--- config.mk ---
export PLATFORM = sky130hd
export DESIGN_NAME = sclk_gen
export DESIGN_NICKNAME = d
export VERILOG_FILES = /design/src/rtl/sclk_pkg.sv /design/src/rtl/sclk_divider.sv /design/src/rtl/sclk_ovs.sv /design/src/rtl/sclk_edge.sv /design/src/rtl/sclk_gen.sv
export SDC_FILE = /design/constraint.sdc
export NUM_CORES = 1
export LEC_CHECK = 0
export BUFFER_PORTS_ARGS = -buffer_cell sky130_fd_sc_hd__buf_4
export CAP_MARGIN = 10
export CORE_MARGIN = 2
export CORE_UTILIZATION = 57
export CTS_CLUSTER_SIZE = 8
export DETAILED_ROUTE_END_ITERATION = 7
export HOLD_SLACK_MARGIN = 0.1
export PLACE_DENSITY = 0.79
export SYNTH_ARGS = -nofsm -noshare
export SYNTH_HDL_FRONTEND = slang
export SYNTH_SLANG_ARGS = --single-unit
--- constraint.sdc ---
create_clock -name clk -period 2.8 [get_ports clk]
set_input_delay 0.56 -clock clk [delete_from_list [all_inputs] [get_ports clk]]
set_output_delay 0.56 -clock clk [all_outputs]
set_load 0.05 [all_outputs]
--- src/rtl/sclk_pkg.sv ---
package sclk_pkg;
  localparam int DIV_W  = 16;
  localparam int SYNC_W = 8;
  localparam int OVS_W  = 5;

  typedef enum logic [1:0] {
    OVS_16 = 2'd0,
    OVS_8  = 2'd1,
    OVS_3  = 2'd2,
    OVS_RSV = 2'd3
  } ovs_e;

  function automatic logic [OVS_W-1:0] ovs_ratio(input logic [1:0] sel);
    case (sel)
      OVS_8:   return OVS_W'(8);
      OVS_3:   return OVS_W'(3);
      default: return OVS_W'(16);
    endcase
  endfunction
endpackage

--- src/rtl/sclk_divider.sv ---
module sclk_divider #(
  parameter int DIV_W  = 16,
  parameter int SYNC_W = 8
) (
  input  logic             clk,
  input  logic             rst,
  input  logic             run,
  input  logic             enable,
  input  logic             wide,
  input  logic             div_wr,
  input  logic [DIV_W-1:0] div_wdata,
  output logic             tick
);
  logic [DIV_W-1:0] div_q;
  logic [DIV_W-1:0] cnt_q;
  logic [DIV_W-1:0] sel_div;
  logic [DIV_W-1:0] reload;

  always_comb begin
    sel_div = wide ? div_q : {{(DIV_W-SYNC_W){1'b0}}, div_q[SYNC_W-1:0]};
    reload  = (sel_div == '0) ? '0 : sel_div - DIV_W'(1);
  end

  always_ff @(posedge clk) begin
    if (rst) begin
      div_q <= '0;
    end else if (div_wr && !enable) begin
      div_q <= div_wdata;
    end
  end

  always_ff @(posedge clk) begin
    if (rst || !run) begin
      cnt_q <= reload;
    end else if (cnt_q == '0) begin
      cnt_q <= reload;
    end else begin
      cnt_q <= cnt_q - DIV_W'(1);
    end
  end

  assign tick = run && (cnt_q == '0);
endmodule

--- src/rtl/sclk_ovs.sv ---
module sclk_ovs #(
  parameter int OVS_W = 5
) (
  input  logic             clk,
  input  logic             rst,
  input  logic             run,
  input  logic             step,
  input  logic [OVS_W-1:0] ratio,
  output logic             wrap
);
  logic [OVS_W-1:0] idx_q;

  assign wrap = run && step && (idx_q == ratio - OVS_W'(1));

  always_ff @(posedge clk) begin
    if (rst || !run) begin
      idx_q <= '0;
    end else if (wrap) begin
      idx_q <= '0;
    end else if (step) begin
      idx_q <= idx_q + OVS_W'(1);
    end
  end
endmodule

--- src/rtl/sclk_edge.sv ---
module sclk_edge #(
  parameter int STAGES = 2
) (
  input  logic clk,
  input  logic rst,
  input  logic din,
  output logic rise,
  output logic fall
);
  logic [STAGES:0] chain_q;

  always_ff @(posedge clk) begin
    if (rst) begin
      chain_q <= '0;
    end else begin
      chain_q <= {chain_q[STAGES-1:0], din};
    end
  end

  assign rise = chain_q[STAGES-1] && !chain_q[STAGES];
  assign fall = !chain_q[STAGES-1] && chain_q[STAGES];
endmodule

--- src/rtl/sclk_gen.sv ---
module sclk_gen
  import sclk_pkg::*;
#(
  parameter int SYNC_STAGES = 2
) (
  input  logic             clk,
  input  logic             rst,
  input  logic             enable,
  input  logic             sync_mode,
  input  logic             int_src,
  input  logic             cpol,
  input  logic [1:0]       ovs_sel,
  input  logic             div_wr,
  input  logic [DIV_W-1:0] div_wdata,
  input  logic             xck_in,
  output logic             xck_out,
  output logic             xck_oe,
  output logic             os_tick,
  output logic             bit_tick,
  output logic             shift_stb,
  output logic             sample_stb
);
  logic run_async, run_int, run_ext, run_div;
  logic tick, wrap, ext_rise, ext_fall;
  logic xck_q, os_q, bit_q, shift_q, sample_q, oe_q;

  assign run_async = enable && !sync_mode;
  assign run_int   = enable && sync_mode && int_src;
  assign run_ext   = enable && sync_mode && !int_src;
  assign run_div   = run_async || run_int;

  sclk_divider #(.DIV_W(DIV_W), .SYNC_W(SYNC_W)) u_div (
    .clk(clk), .rst(rst), .run(run_div), .enable(enable), .wide(!sync_mode),
    .div_wr(div_wr), .div_wdata(div_wdata), .tick(tick)
  );

  sclk_ovs #(.OVS_W(OVS_W)) u_ovs (
    .clk(clk), .rst(rst), .run(run_async), .step(tick),
    .ratio(ovs_ratio(ovs_sel)), .wrap(wrap)
  );

  sclk_edge #(.STAGES(SYNC_STAGES)) u_edge (
    .clk(clk), .rst(rst), .din(xck_in), .rise(ext_rise), .fall(ext_fall)
  );

  always_ff @(posedge clk) begin
    if (rst) begin
      xck_q    <= cpol;
      os_q     <= 1'b0;
      bit_q    <= 1'b0;
      shift_q  <= 1'b0;
      sample_q <= 1'b0;
      oe_q     <= 1'b0;
    end else begin
      os_q  <= run_async && tick;
      bit_q <= run_async && wrap;
      oe_q  <= run_int;
      if (!run_int) begin
        xck_q <= cpol;
      end else if (tick) begin
        xck_q <= !xck_q;
      end
      if (run_int) begin
        shift_q  <= tick && (xck_q == cpol);
        sample_q <= tick && (xck_q != cpol);
      end else if (run_ext) begin
        shift_q  <= cpol ? ext_fall : ext_rise;
        sample_q <= cpol ? ext_rise : ext_fall;
      end else begin
        shift_q  <= 1'b0;
        sample_q <= 1'b0;
      end
    end
  end

  assign xck_out    = xck_q;
  assign xck_oe     = oe_q;
  assign os_tick    = os_q;
  assign bit_tick   = bit_q;
  assign shift_stb  = shift_q;
  assign sample_stb = sample_q;
endmodule

Word level (Yosys, flattened, before mapping)
Cells that the tools add are included.
{"block": "word_totals", "regBits": 46, "input_bits": 26, "output_inout_bits": 6}
{"block": "classes", "add_sub_neg": 4, "n_eq_ne": 6, "mux": 14, "n_reduce_logical": 27}
{"op": "2-to-1 mux 16 bit", "n": 4}
{"op": "zero test 16 bit", "n": 2}
{"op": "subtractor 16 x 1 -> 16 bit, second input constant", "n": 2}
{"op": "logical AND 1 bit", "n": 13}
{"op": "case mux 5 bit (2 select lines)", "n": 1}
{"op": "2-to-1 mux 1 bit", "n": 9}
{"op": "zero test 1 bit", "n": 8}
{"op": "adder 5 x 1 -> 5 bit, second input constant", "n": 1}
{"op": "== test 5 bit", "n": 1}
{"op": "subtractor 5 x 1 -> 5 bit, second input constant", "n": 1}
{"op": "logical OR 1 bit", "n": 3}
{"op": "!= test 3 x 2 -> 1 bit, second input constant", "n": 1}
{"op": "== test 2 x 1 -> 1 bit, second input constant", "n": 1}
{"op": "== test 2 bit, second input constant", "n": 1}
{"op": "OR reduction 2 bit", "n": 1}
{"op": "== test 1 bit", "n": 1}
{"op": "!= test 1 bit", "n": 1}

Depth between registers and ports, before layout
Gate-level depths: netlist of the first run.
{"block": "depth", "word_depth": 7, "depth_mapped": 8}

Hierarchy
From an unflattened synthesis of the first run, not the netlist that was laid out.
{"block": "unflattened", "hier_cells": 310, "hier_area_um2": 2607.5}
{"mod": "sclk_divider", "n_inst": 1, "cells_each": 226, "area_per_inst_um2": 1821.7, "seq_area_each_um2": 640.6}
{"mod": "sclk_ovs", "n_inst": 1, "cells_each": 44, "area_per_inst_um2": 400.4, "seq_area_each_um2": 100.1}
{"mod": "sclk_gen", "n_inst": 1, "cells_each": 32, "area_per_inst_um2": 294.0, "seq_area_each_um2": 130.1}
{"mod": "sclk_edge", "n_inst": 1, "cells_each": 8, "area_per_inst_um2": 91.3, "seq_area_each_um2": 60.1}

Least setup slack after synthesis of the first run
Ideal clock, no wire load.
{"block": "synth_timing", "path_type": "reg-to-reg", "start": "register u_div.div_q[0]", "end": "register u_div.cnt_q[10]", "setup_ns": 0.130, "arrival_time_ns": 1.978, "required_time_ns": 2.670, "slack_ns": 0.692, "stages_incl_launch_ff": 9, "n_path_buf": 1, "synth_period_minus_slack_ns": 2.108, "cell_sequence": "dfxtp_1 inv_1 ha_1 or3b_2 clkbuf_1 or4_1 and2_1 o21ai_0 o22ai_1"}
{"block": "synth_between", "elab_chain_len": 5, "elab_cells_between_ends": 6, "classes_between": "add/sub (1); mux (4); reduce/logical (1)"}
{"element": "from (decl)", "line_no": "sclk_divider.sv:14", "rtl": "logic [DIV_W-1:0] div_q;"}
{"element": "from (signal assigned)", "line_no": "sclk_divider.sv:28", "rtl": "div_q <= div_wdata;"}
{"element": "2-to-1 mux 16 bit *", "line_no": "sclk_divider.sv:20", "rtl": "sel_div = wide ? div_q : {{(DIV_W-SYNC_W){1'b0}}, div_q[SYNC_W-1:0]};"}
{"element": "subtractor 16 x 1 -> 16 bit or zero test 16 bit (tied branches)", "line_no": "sclk_divider.sv:21", "rtl": "reload = (sel_div == '0) ? '0 : sel_div - DIV_W'(1);"}
{"element": "2-to-1 mux 16 bit *", "line_no": "sclk_divider.sv:21"}
{"element": "2-to-1 mux 16 bit", "line_no": "sclk_divider.sv:35", "rtl": "end else if (cnt_q == '0) begin"}
{"element": "2-to-1 mux 16 bit *", "line_no": "sclk_divider.sv:33", "rtl": "if (rst || !run) begin"}
{"element": "to (signal assigned)", "line_no": "sclk_divider.sv:34", "rtl": "cnt_q <= reload;"}
{"element": "to (signal assigned)", "line_no": "sclk_divider.sv:36", "rtl": "cnt_q <= reload;"}
{"element": "to (signal assigned)", "line_no": "sclk_divider.sv:38", "rtl": "cnt_q <= cnt_q - DIV_W'(1);"}
{"element": "to (decl)", "line_no": "sclk_divider.sv:15", "rtl": "logic [DIV_W-1:0] cnt_q;"}
Mark *: on every way between the ends. The rest lies on a longest branch, timed or not.
A chain may end at the register's enable or synchronous reset.

Worst setup path in the final report of the first run
Ends and elaborated chain as after synthesis.

==> results by group, run 1 <==
Outcome
  • Status: finished, final reports clean

GRT
  • Initial antenna violation count: 0
  • Congestion Overflow GR: 0
  • Tot GR Track Use: 23.9%
  • Largest net degree at the start of global routing: 30
  • First-pass GRT wire length: 8360 um
  • Vias in the first global route: 1,878

Power and ir drop
  • Switching pwr: 466 uW
  • Pwr dens: 573 nW/um2
  • Sequential Power Share: 51.1%
  • Static leakage: 0.00102 uW
  • Pint: 1080 uW
  • Sw Share: 30.2%
  • VDD IR max: 0.330 mV
  • Combinational share of power: 22.9%
  • Clk pwr share: 26.0%

Clock network
  • CTS buffer count: 5
  • Clk pin slew, worst setup/hold paths: 0.08 ns
  • Post CTS Setup Buffer Count: 0
  • CTS tree: yes
  • Worst-case clock buffer depth: 2
  • Post_cts resized: 0
  • CTS sink count: 46
  • Cts hold-fix bufs: 0
  • Root buf cell: clkbuf_8
  • H-tree depth: 2
  • Clock Latency Late Sink: 0.30 ns

Cells and area
  • Layout fillers: 362
  • Layout cells sized above 1: 14.6%
  • Post-layout instance area: 2690 um2
  • Diodes inserted: 0
  • Nets: 352
  • Area delta synth->final: 14.8%

Logic synthesis
  • Cell with the most instances after synthesis: dfxtp_1
  • Synth area leaders: dfxtp_1 (38%), nand2_1 (7.0%), xnor2_1 (6.7%)
  • Post-synth top cells: dfxtp_1 (45), nand2_1 (44), nor2_1 (22), a21oi_1 (21)
  • Syn_area_per_cell: 7.98 um2
  • Syn nets: 325
  • Sequential share of the synthesized area: 39.7%
  • Synth warnings: 0
  • Post-synth EDFFs: 1
  • Async SR Flop Fraction: 0%
  • Area leader, netlist: dfxtp_1
  • Cell Area, Synth: 2350 um2
  • Yosys top cell area share: 38.4%
  • Most used DFF post-synth: dfxtp_1
  • Yosys reg bits: 46
  • Synth Instances: 294
  • Synth cell types: 40

Critical path
  • Worst R2R Setup Slack: 0.63 ns
  • RR Startpoint: u_div.div_q[0]
  • CP max stage cell: or3b_2
  • Worst Reg-to-Reg Cells: 7
  • CP Data Arrival Time: 2.35 ns
  • Crit path launch type: flop
  • Kind of end point of the critical path: flop
  • Worst setup endpoint: u_div.cnt_q[10]
  • Critical path's largest stage delay: 0.53 ns
  • Crit-path cells: inv_1 > ha_1 > or3b_2 > or4_1 > and2_1 > o21ai_0 > o22ai_1
  • Crit Path Max Fanout: 6
  • Crit path from: u_div.div_q[0]
  • Reg-to-reg endpoint: u_div.cnt_q[10]
  • Crit Path Class: flop to flop
  • Critical Path RT: 2.98 ns

Min path
  • Worst hold path type: flop to flop

Routing
  • Drt drc: 0
  • DRT iter0 DRCs: 132
  • Final wirelength: 4770 um
  • Avg WL per Cell: 12.9 um
  • Drt first pass iters: 4
  • DR vias: 2,058
  • Antenna viol nets, final: 0
  • DR vias/cell: 5.55

Place
  • Post-DP Area: 2610 um2
  • RePlAce Congestion: 0.874
  • Count of input and output buffers: 31
  • DP HPWL: 3620 um

STA
  • Unrepaired setup endpoints after global routing: no
  • Fmax: 0.461 GHz
  • Minimum clock period: 2.17 ns
  • Max-slew violations: 0
  • Tcrit/Tclk final: 77.5%
  • Final setup viols: 0
  • Hold Vio Cnt, Final: 0
  • Max-Slew Margin vs Limit: 61.0%
  • Final Hold Slack: 0.449 ns
  • Setup total negative slack: 0 ns
  • Clock Skews: 0.00613 ns
  • Actual slew at the worst max-slew pin: 0.579 ns

Die
  • Site Rows: 23
  • I/O pin total: 32
  • Starting Density: 59.1%
  • Die X-Extent: 68.2 um
  • Core Footprint: 3970 um2
  • Die Y: 68.2 um
  • Die area: 4650 um2

Flow run
  • Max-cap violation count: 0
[flip-flops by register name (all words and copies together), names as in the netlist]
name	count
sample_stb	1
xck_out	1
shift_stb	1
bit_tick	1
os_tick	1
u_edge.chain_q	3
u_div.cnt_q	16
xck_oe	1
u_ovs.idx_q	5
u_div.div_q	16
[critical path: cells and delay by family (launching register included)]
kind / cells / cell delay [ns]
AOI/OAI and AO/OA: 2 / 0.23
adders and majority gates: 1 / 0.20
buffers and inverters: 1 / 0.09
DFF: 1 / 0.33
and+or+nand+nor: 3 / 1.21
[worst min path at each step]
| stage | startpoint | to | slack (ns) | cells past startpoint |
|---|---|---|---|---|
| after floorplan | u_edge.chain_q[0] | u_edge.chain_q[1] | 0.41 | 1 |
| after global placement | u_edge.chain_q[0] | u_edge.chain_q[1] | 0.42 | 1 |
| after detailed placement | u_edge.chain_q[0] | u_edge.chain_q[1] | 0.44 | 1 |
| after CTS | u_edge.chain_q[0] | u_edge.chain_q[1] | 0.45 | 1 |
| after global routing | u_edge.chain_q[0] | u_edge.chain_q[1] | 0.47 | 1 |
| final | u_edge.chain_q[0] | u_edge.chain_q[1] | 0.45 | 1 |
[stage by stage]
step | total power (uW) | util, % | instances | setup WS, ns
finish | 1540 | 67.8 | 371 | 0.630
global route | 1650 | 67.8 | 371 | 0.483
CTS | 1550 | 67.8 | 371 | 0.646
detailed placement | 1150 | 65.7 | 364 | 0.653
global placement | 1150 | 65.7 | 364 | 0.707
floorplan | 1060 | - | 294 | 0.692
[layer usage]
| layer | global-route usage (%) | routed length [um] |
|---|---|---|
| met1 | 31.9 | 2260 |
| met2 | 37.9 | 2280 |
| met3 | 3.95 | 135 |
| met4 | 11.0 | 93 |
| met5 | 0 | 0 |
[power by group through the flow]
stage	registers, uW	clock network [uW]	logic, uW
after floorplan	795	0	263
after global placement	803	0	344
after detailed placement	805	0	349
after CTS	789	411	353
after global routing	799	446	404
final	790	402	353
[kinds of logic (layout without fill, tap and decap cells)]
logic type | after synthesis | count (layout) | synth area share [%]
simple gates | 132 | 132 | 28.3
xor+xnor | 25 | 25 | 9.33
flops | 46 | 46 | 39.7
buf+inv | 25 | 52 | 4.16
mux | 3 | 3 | 1.39
compound gates | 58 | 58 | 14.5
fa+ha+maj | 5 | 5 | 2.67
[final cells by class]
type | instances | area, um2 | area share (%)
tap | 50 | 62.6 | 2.32
multi-input combinational | 223 | 1320 | 48.9
inverter | 11 | 41.3 | 1.53
timing repair buffer | 34 | 255 | 9.48
clock buffer | 7 | 86.3 | 3.20
sequential | 46 | 931 | 34.6
[layout by cell type, fill, tap and decap left out, drive strengths merged, types with 11 or more instances in the layout]
cell   count
a21oi     22
nand3     15
xnor2     18
nand2     44
nor3      15
dfxtp     45
o21ai     19
inv       11
nor2      22
buf       34
Power figures use the tool's default switching activity.
==> run 2, diff against run 1 <==
clock period = 2 ns   (was 2.8 ns; I/O delays follow)
==> results by group, run 2 (same netlist as run 1, synthesis figures left out) <==
Outcome
  • Status: finished, final reports clean

Cells and area
  • Most frequent cells in the layout: buf_4 (52), dfxtp_1 (45), nand2_1 (44), nor2_1 (22), a21oi_1 (21)
  • Area delta synth->final: 23.1%
  • Top Registers: u_div.cnt_q (16), u_div.div_q (16), u_ovs.idx_q (5)
  • Final std cells w/o fill: 391 (+5.4%)
  • Most common cell after layout, fill and taps aside: buf_4
  • Nets: 371 (+5.4%)
  • Layout cells sized above 1: 20.5% (+5.9 points)
  • Diodes inserted: 0 (unchanged)

Power and ir drop
  • Sequential Power Share: 49.5% (-1.6 points)
  • Pint: 1550 uW (+44%)
  • Pwr dens: 773 nW/um2 (+35%)
  • Clk pwr share: 24.2% (-1.8 points)
  • Combinational share of power: 26.3% (+3.4 points)
  • Switching pwr: 682 uW (+46%)
  • VDD IR max: 0.539 mV (+63%)
  • Sw Share: 30.5% (+0.37 points)
  • Static leakage: 0.00113 uW (+10%)

Clock network
  • Root buf cell: clkbuf_8
  • Clock Latency Late Sink: 0.30 ns (about the same)
  • H-tree depth: 2 (unchanged)
  • Cts hold-fix bufs: 0 (unchanged)
  • CTS tree: yes
  • CTS sink count: 46 (unchanged)
  • Worst-case clock buffer depth: 2 (unchanged)
  • CTS buffer count: 5 (unchanged)
  • Clk pin slew, worst setup/hold paths: 0.08 ns (about the same)

STA
  • Fmax: 0.513 GHz (+11%)
  • Max-slew violations: 0 (unchanged)
  • Minimum clock period: 1.95 ns (-0.219 ns)
  • Actual slew at the worst max-slew pin: 0.559 ns (-0.0204 ns)
  • Clock Skews: 0.00560 ns (-0.000529 ns)
  • Final setup viols: 0 (unchanged)
  • Final Hold Slack: 0.314 ns (-0.135 ns)
  • Tcrit/Tclk final: 97.6% (+20 points)
  • Max-Slew Margin vs Limit: 62.5% (+1.5 points)
  • Unrepaired setup endpoints after global routing: yes
  • Hold Vio Cnt, Final: 0 (unchanged)

GRT
  • Largest net degree at the start of global routing: 30 (unchanged)
  • Congestion Overflow GR: 0 (unchanged)
  • First-pass GRT wire length: 8760 um (+4.8%)
  • Tot GR Track Use: 25.5% (+1.5 points)
  • Vias in the first global route: 1,923 (+2.4%)
  • Initial antenna violation count: 0 (unchanged)

Die
  • I/O pin total: 32 (unchanged)
  • Die area: 4650 um2 (unchanged)
  • Die X-Extent: 68.2 um (unchanged)
  • Core Footprint: 3970 um2 (unchanged)
  • Starting Density: 59.1% (unchanged)
  • Site Rows: 23 (unchanged)
  • Die Y: 68.2 um (unchanged)

Place
  • Count of input and output buffers: 31 (unchanged)
  • DP HPWL: 3810 um (+5.1%)
  • RePlAce Congestion: 0.852 (-2.5%)
  • Dpl cells: 383 (+5.2%)

Critical path
  • Critical path's largest stage delay: 0.57 ns (+0.04 ns)
  • Worst R2R Setup Slack: 0.05 ns (-0.58 ns)
  • Crit Path Max Fanout: 4 (-2)
  • Crit-path cells: or4_1 > o21a_1 > a221o_1 > a311o_1 > mux2i_1
  • Crit Path Class: flop to flop
  • Critical Path RT: 2.23 ns (-0.75 ns)
  • Kind of end point of the critical path: flop
  • Crit path launch type: flop
  • CP max stage cell: or4_1
  • CP Data Arrival Time: 2.18 ns (-0.17 ns)

Routing
  • Final wirelength: 5120 um (+7.3%)
  • DR vias: 2,164 (+5.2%)
  • DRT iter0 DRCs: 108 (-18%)
  • Avg WL per Cell: 13.1 um (+1.8%)
  • Drt first pass iters: 4 (unchanged)
  • DR vias/cell: 5.53 (-0.23%)
  • Antenna viol nets, final: 0 (unchanged)
  • Drt drc: 0 (unchanged)

Min path
  • Worst hold path type: input pin to flop

Flow run
  • Max-cap violation count: 0 (unchanged)
[run 2: what timing repair did]
item / 4_1_cts / 5_1_grt
buffers inserted: 0 / 0
gates resized for setup: 2 / 3
endpoints found under the setup margin: 4 / 6
[run 2: path summary, 6_finish.rpt]
path                      from                end  cells past startpoint
max             u_div.div_q[0]     u_div.cnt_q[9]                      5
min                     xck_in  u_edge.chain_q[0]                      2
max reg2reg     u_div.div_q[0]     u_div.cnt_q[9]                      5
min reg2reg  u_edge.chain_q[0]  u_edge.chain_q[1]                      1
[run 2: layout make-up]
| cell class | instances | area, um2 |
|---|---|---|
| timing repair buffer | 53 | 410 |
| fill | 346 | 1080 |
| inverter | 11 | 41.3 |
| tap | 50 | 62.6 |
| multi-input combinational | 223 | 1360 |
| sequential | 46 | 931 |
| clock buffer | 8 | 80.1 |
[run 2: critical path: cells and delay by family, from the launching register on]
| kind | cells | cell delay, ns |
|---|---|---|
| and+or+nand+nor | 1 | 0.57 |
| muxes | 1 | 0.13 |
| AOI/OAI and AO/OA | 3 | 0.85 |
| DFF | 1 | 0.34 |
[run 2: stage by stage]
step                      setup slack (ns)  instance area (um2)  TNS [ns]  total power (uW)  util [%]
after global placement              0.0436                 2780         0              1680      69.9
after global routing               -0.0273                 2890   -0.0580              2380      72.7
after floorplan                    0.00116                 2370         0              1490         -
after CTS                           0.0523                 2860         0              2240      72.1
final                               0.0489                 2890         0              2230      72.7
after detailed placement           -0.0338                 2780   -0.0488              1690      69.9
[run 2: per-layer routing]
| layer | track usage, % | vias up | part of all wire (%) |
|---|---|---|---|
| met5 | 0 | - | 0 |
| met1 | 35.5 | 981 | 47 |
| met4 | 9.75 | 0 | 1.9 |
| met2 | 38.1 | 54 | 46 |
| met3 | 6.09 | 9 | 4.4 |
| li1 | - | 1120 | - |
[run 2: power by group through the flow]
stage / sequential [uW] / clock (uW) / combinational (uW)
3_5_place_dp: 1130 / 0 / 569
2_1_floorplan: 1110 / 0 / 380
4_1_cts: 1100 / 558 / 578
3_3_place_gp: 1120 / 0 / 559
5_1_grt: 1120 / 601 / 661
6_report: 1100 / 539 / 588
==> run 3, diff against run 2 <==
SETUP_SLACK_MARGIN = 0.05   (was unset)
==> results by group, run 3 (same netlist as run 1, synthesis figures left out) <==
Die
  • Die area: 4650 um2 (unchanged)
  • Starting Density: 59.1% (unchanged)
  • I/O pin total: 32 (unchanged)
  • Site Rows: 23 (unchanged)
  • Die Y: 68.2 um (unchanged)
  • Die X-Extent: 68.2 um (unchanged)
  • Core Footprint: 3970 um2 (unchanged)

STA
  • Actual slew at the worst max-slew pin: 0.545 ns (-0.0143 ns)
  • Unrepaired setup endpoints after global routing: yes
  • Setup ws final: 0.0929 ns (+0.0440 ns)
  • Hold Vio Cnt, Final: 0 (unchanged)
  • Setup total negative slack: 0 ns (unchanged)
  • Fmax: 0.524 GHz (+2.3%)
  • Clock Skews: 0.0110 ns (+0.00535 ns)
  • Tcrit/Tclk final: 95.4% (-2.2 points)
  • Max-Slew Margin vs Limit: 63.3% (+0.82 points)
  • Minimum clock period: 1.91 ns (-0.0440 ns)
  • Final setup viols: 0 (unchanged)
  • Max-slew violations: 0 (unchanged)

Place
  • Count of input and output buffers: 31 (unchanged)
  • Dpl ws: 0.0124 ns (+0.0462 ns)
  • RePlAce Congestion: 0.873 (+2.5%)
  • DP HPWL: 3740 um (-1.6%)

Clock network
  • CTS sink count: 46 (unchanged)
  • Root buf cell: clkbuf_8
  • Clock Latency Late Sink: 0.30 ns (about the same)
  • CTS buffer count: 5 (unchanged)
  • CTS tree: yes
  • Clk pin slew, worst setup/hold paths: 0.08 ns (about the same)
  • H-tree depth: 2 (unchanged)
  • Worst-case clock buffer depth: 2 (unchanged)
  • Cts hold-fix bufs: 0 (unchanged)

Critical path
  • CP top delay family: simple AND/OR/NAND/NOR gates
  • CP Data Arrival Time: 2.09 ns (-0.09 ns)
  • Crit Path Class: flop to flop
  • Critical Path RT: 2.19 ns (-0.04 ns)
  • Crit path launch type: flop
  • Worst Path Buf+Inv: 1 (+1)
  • Kind of end point of the critical path: flop
  • Crit-path cells: inv_2 > ha_4 > or3b_4 > nor4_4 > mux2_2 > nand3_1 > o21ai_0
  • CP max stage cell: or3b_4
  • Crit Path Max Fanout: 5 (+1)
  • Critical path's largest stage delay: 0.43 ns (-0.14 ns)

Power and ir drop
  • Pint: 1590 uW (+2.4%)
  • Combinational share of power: 26.9% (+0.6 points)
  • Pwr dens: 769 nW/um2 (-0.50%)
  • VDD IR max: 0.512 mV (-5.1%)
  • Sw Share: 30.2% (-0.32 points)
  • Static leakage: 0.00116 uW (+3.1%)
  • Clk pwr share: 24.8% (+0.6 points)
  • Switching pwr: 687 uW (+0.84%)
  • Sequential Power Share: 48.3% (-1.2 points)

Routing
  • Drt drc: 0 (unchanged)
  • Avg WL per Cell: 12.5 um (-4.2%)
  • Antenna viol nets, final: 0 (unchanged)
  • Final wirelength: 4940 um (-3.5%)
  • DR vias: 2,163 (-0.046%)
  • Drt first pass iters: 4 (unchanged)
  • DRT iter0 DRCs: 109 (+0.93%)
  • DR vias/cell: 5.49 (-0.81%)

Min path
  • Worst hold path type: input pin to flop

GRT
  • Initial antenna violation count: 0 (unchanged)
  • Vias in the first global route: 1,865 (-3.0%)
  • Largest net degree at the start of global routing: 30 (unchanged)
  • Congestion Overflow GR: 0 (unchanged)
  • First-pass GRT wire length: 8070 um (-7.8%)
  • Tot GR Track Use: 23.1% (-2.4 points)

Cells and area
  • FF/Latch Area: 933 um2 (+0.27%)
  • Most frequent cells in the layout: buf_4 (56), nand2_1 (44), dfxtp_1 (43), a21oi_1 (21), nor2_1 (20)
  • Multi-input logic area: 1390 um2 (+2.3%)
  • Diodes inserted: 0 (unchanged)
  • Nets: 375 (+1.1%)
  • Area delta synth->final: 26.1%
  • Top Registers: u_div.cnt_q (16), u_div.div_q (16), u_ovs.idx_q (5)
  • Most common cell after layout, fill and taps aside: buf_4
  • Layout cells sized above 1: 24.7% (+4.2 points)
  • Layout fillers: 311 (-10%)

Flow run
  • Max-cap violation count: 0 (unchanged)

Outcome
  • Status: finished, final reports clean
## run 3: layout make-up
type                       instances  area share [%]
clock buffer                       7            2.92
sequential                        46            31.6
timing repair buffer              57            14.9
inverter                          11            1.40
multi-input combinational        223            47.1
tap                               50            2.12
## run 3: stage by stage
| step | std cells | hold WS, ns | util [%] | instance area (um2) | total power [uW] |
|---|---|---|---|---|---|
| final | 394 | 0.308 | 74.5 | 2960 | 2270 |
| after global routing | 394 | 0.309 | 74.5 | 2960 | 2400 |
| after CTS | 394 | 0.308 | 73.3 | 2910 | 2260 |
| after detailed placement | 386 | 0.437 | 70.6 | 2800 | 1690 |
| after global placement | 386 | 0.424 | 70.6 | 2800 | 1680 |
| after floorplan | 294 | 0.414 | - | 2380 | 1500 |
## run 3: worst paths after layout
path,from,endpoint,slack (ns),depth (start not counted)
setup / recovery,u_div.div_q[1],u_div.cnt_q[12],0.09,7
hold / removal,xck_in,u_edge.chain_q[0],0.31,2
setup reg to reg,u_div.div_q[1],u_div.cnt_q[12],0.09,7
hold reg to reg,u_edge.chain_q[0],u_edge.chain_q[1],0.46,1
## run 3: power groups by stage
stage	logic, uW	registers [uW]	clock network [uW]
detailed placement	571	1120	0
global placement	562	1120	0
floorplan	385	1110	0
global route	680	1110	609
CTS	590	1100	570
finish	611	1100	565
## run 3: layer usage
| metal | global-route usage, % | vias to the layer above | wire length (um) |
|---|---|---|---|
| met2 | 36.5 | 51 | 2310 |
| met5 | 0 | - | 0 |
| met4 | 8.25 | 0 | 75 |
| li1 | - | 1116 | - |
| met3 | 5.43 | 9 | 208 |
| met1 | 30.8 | 987 | 2350 |
## run 3: what timing repair did
item                       CTS  global route
setup buffers                1             0
setup endpoints to repair   13            16
resized for setup            2            13
pin swaps                    0             5
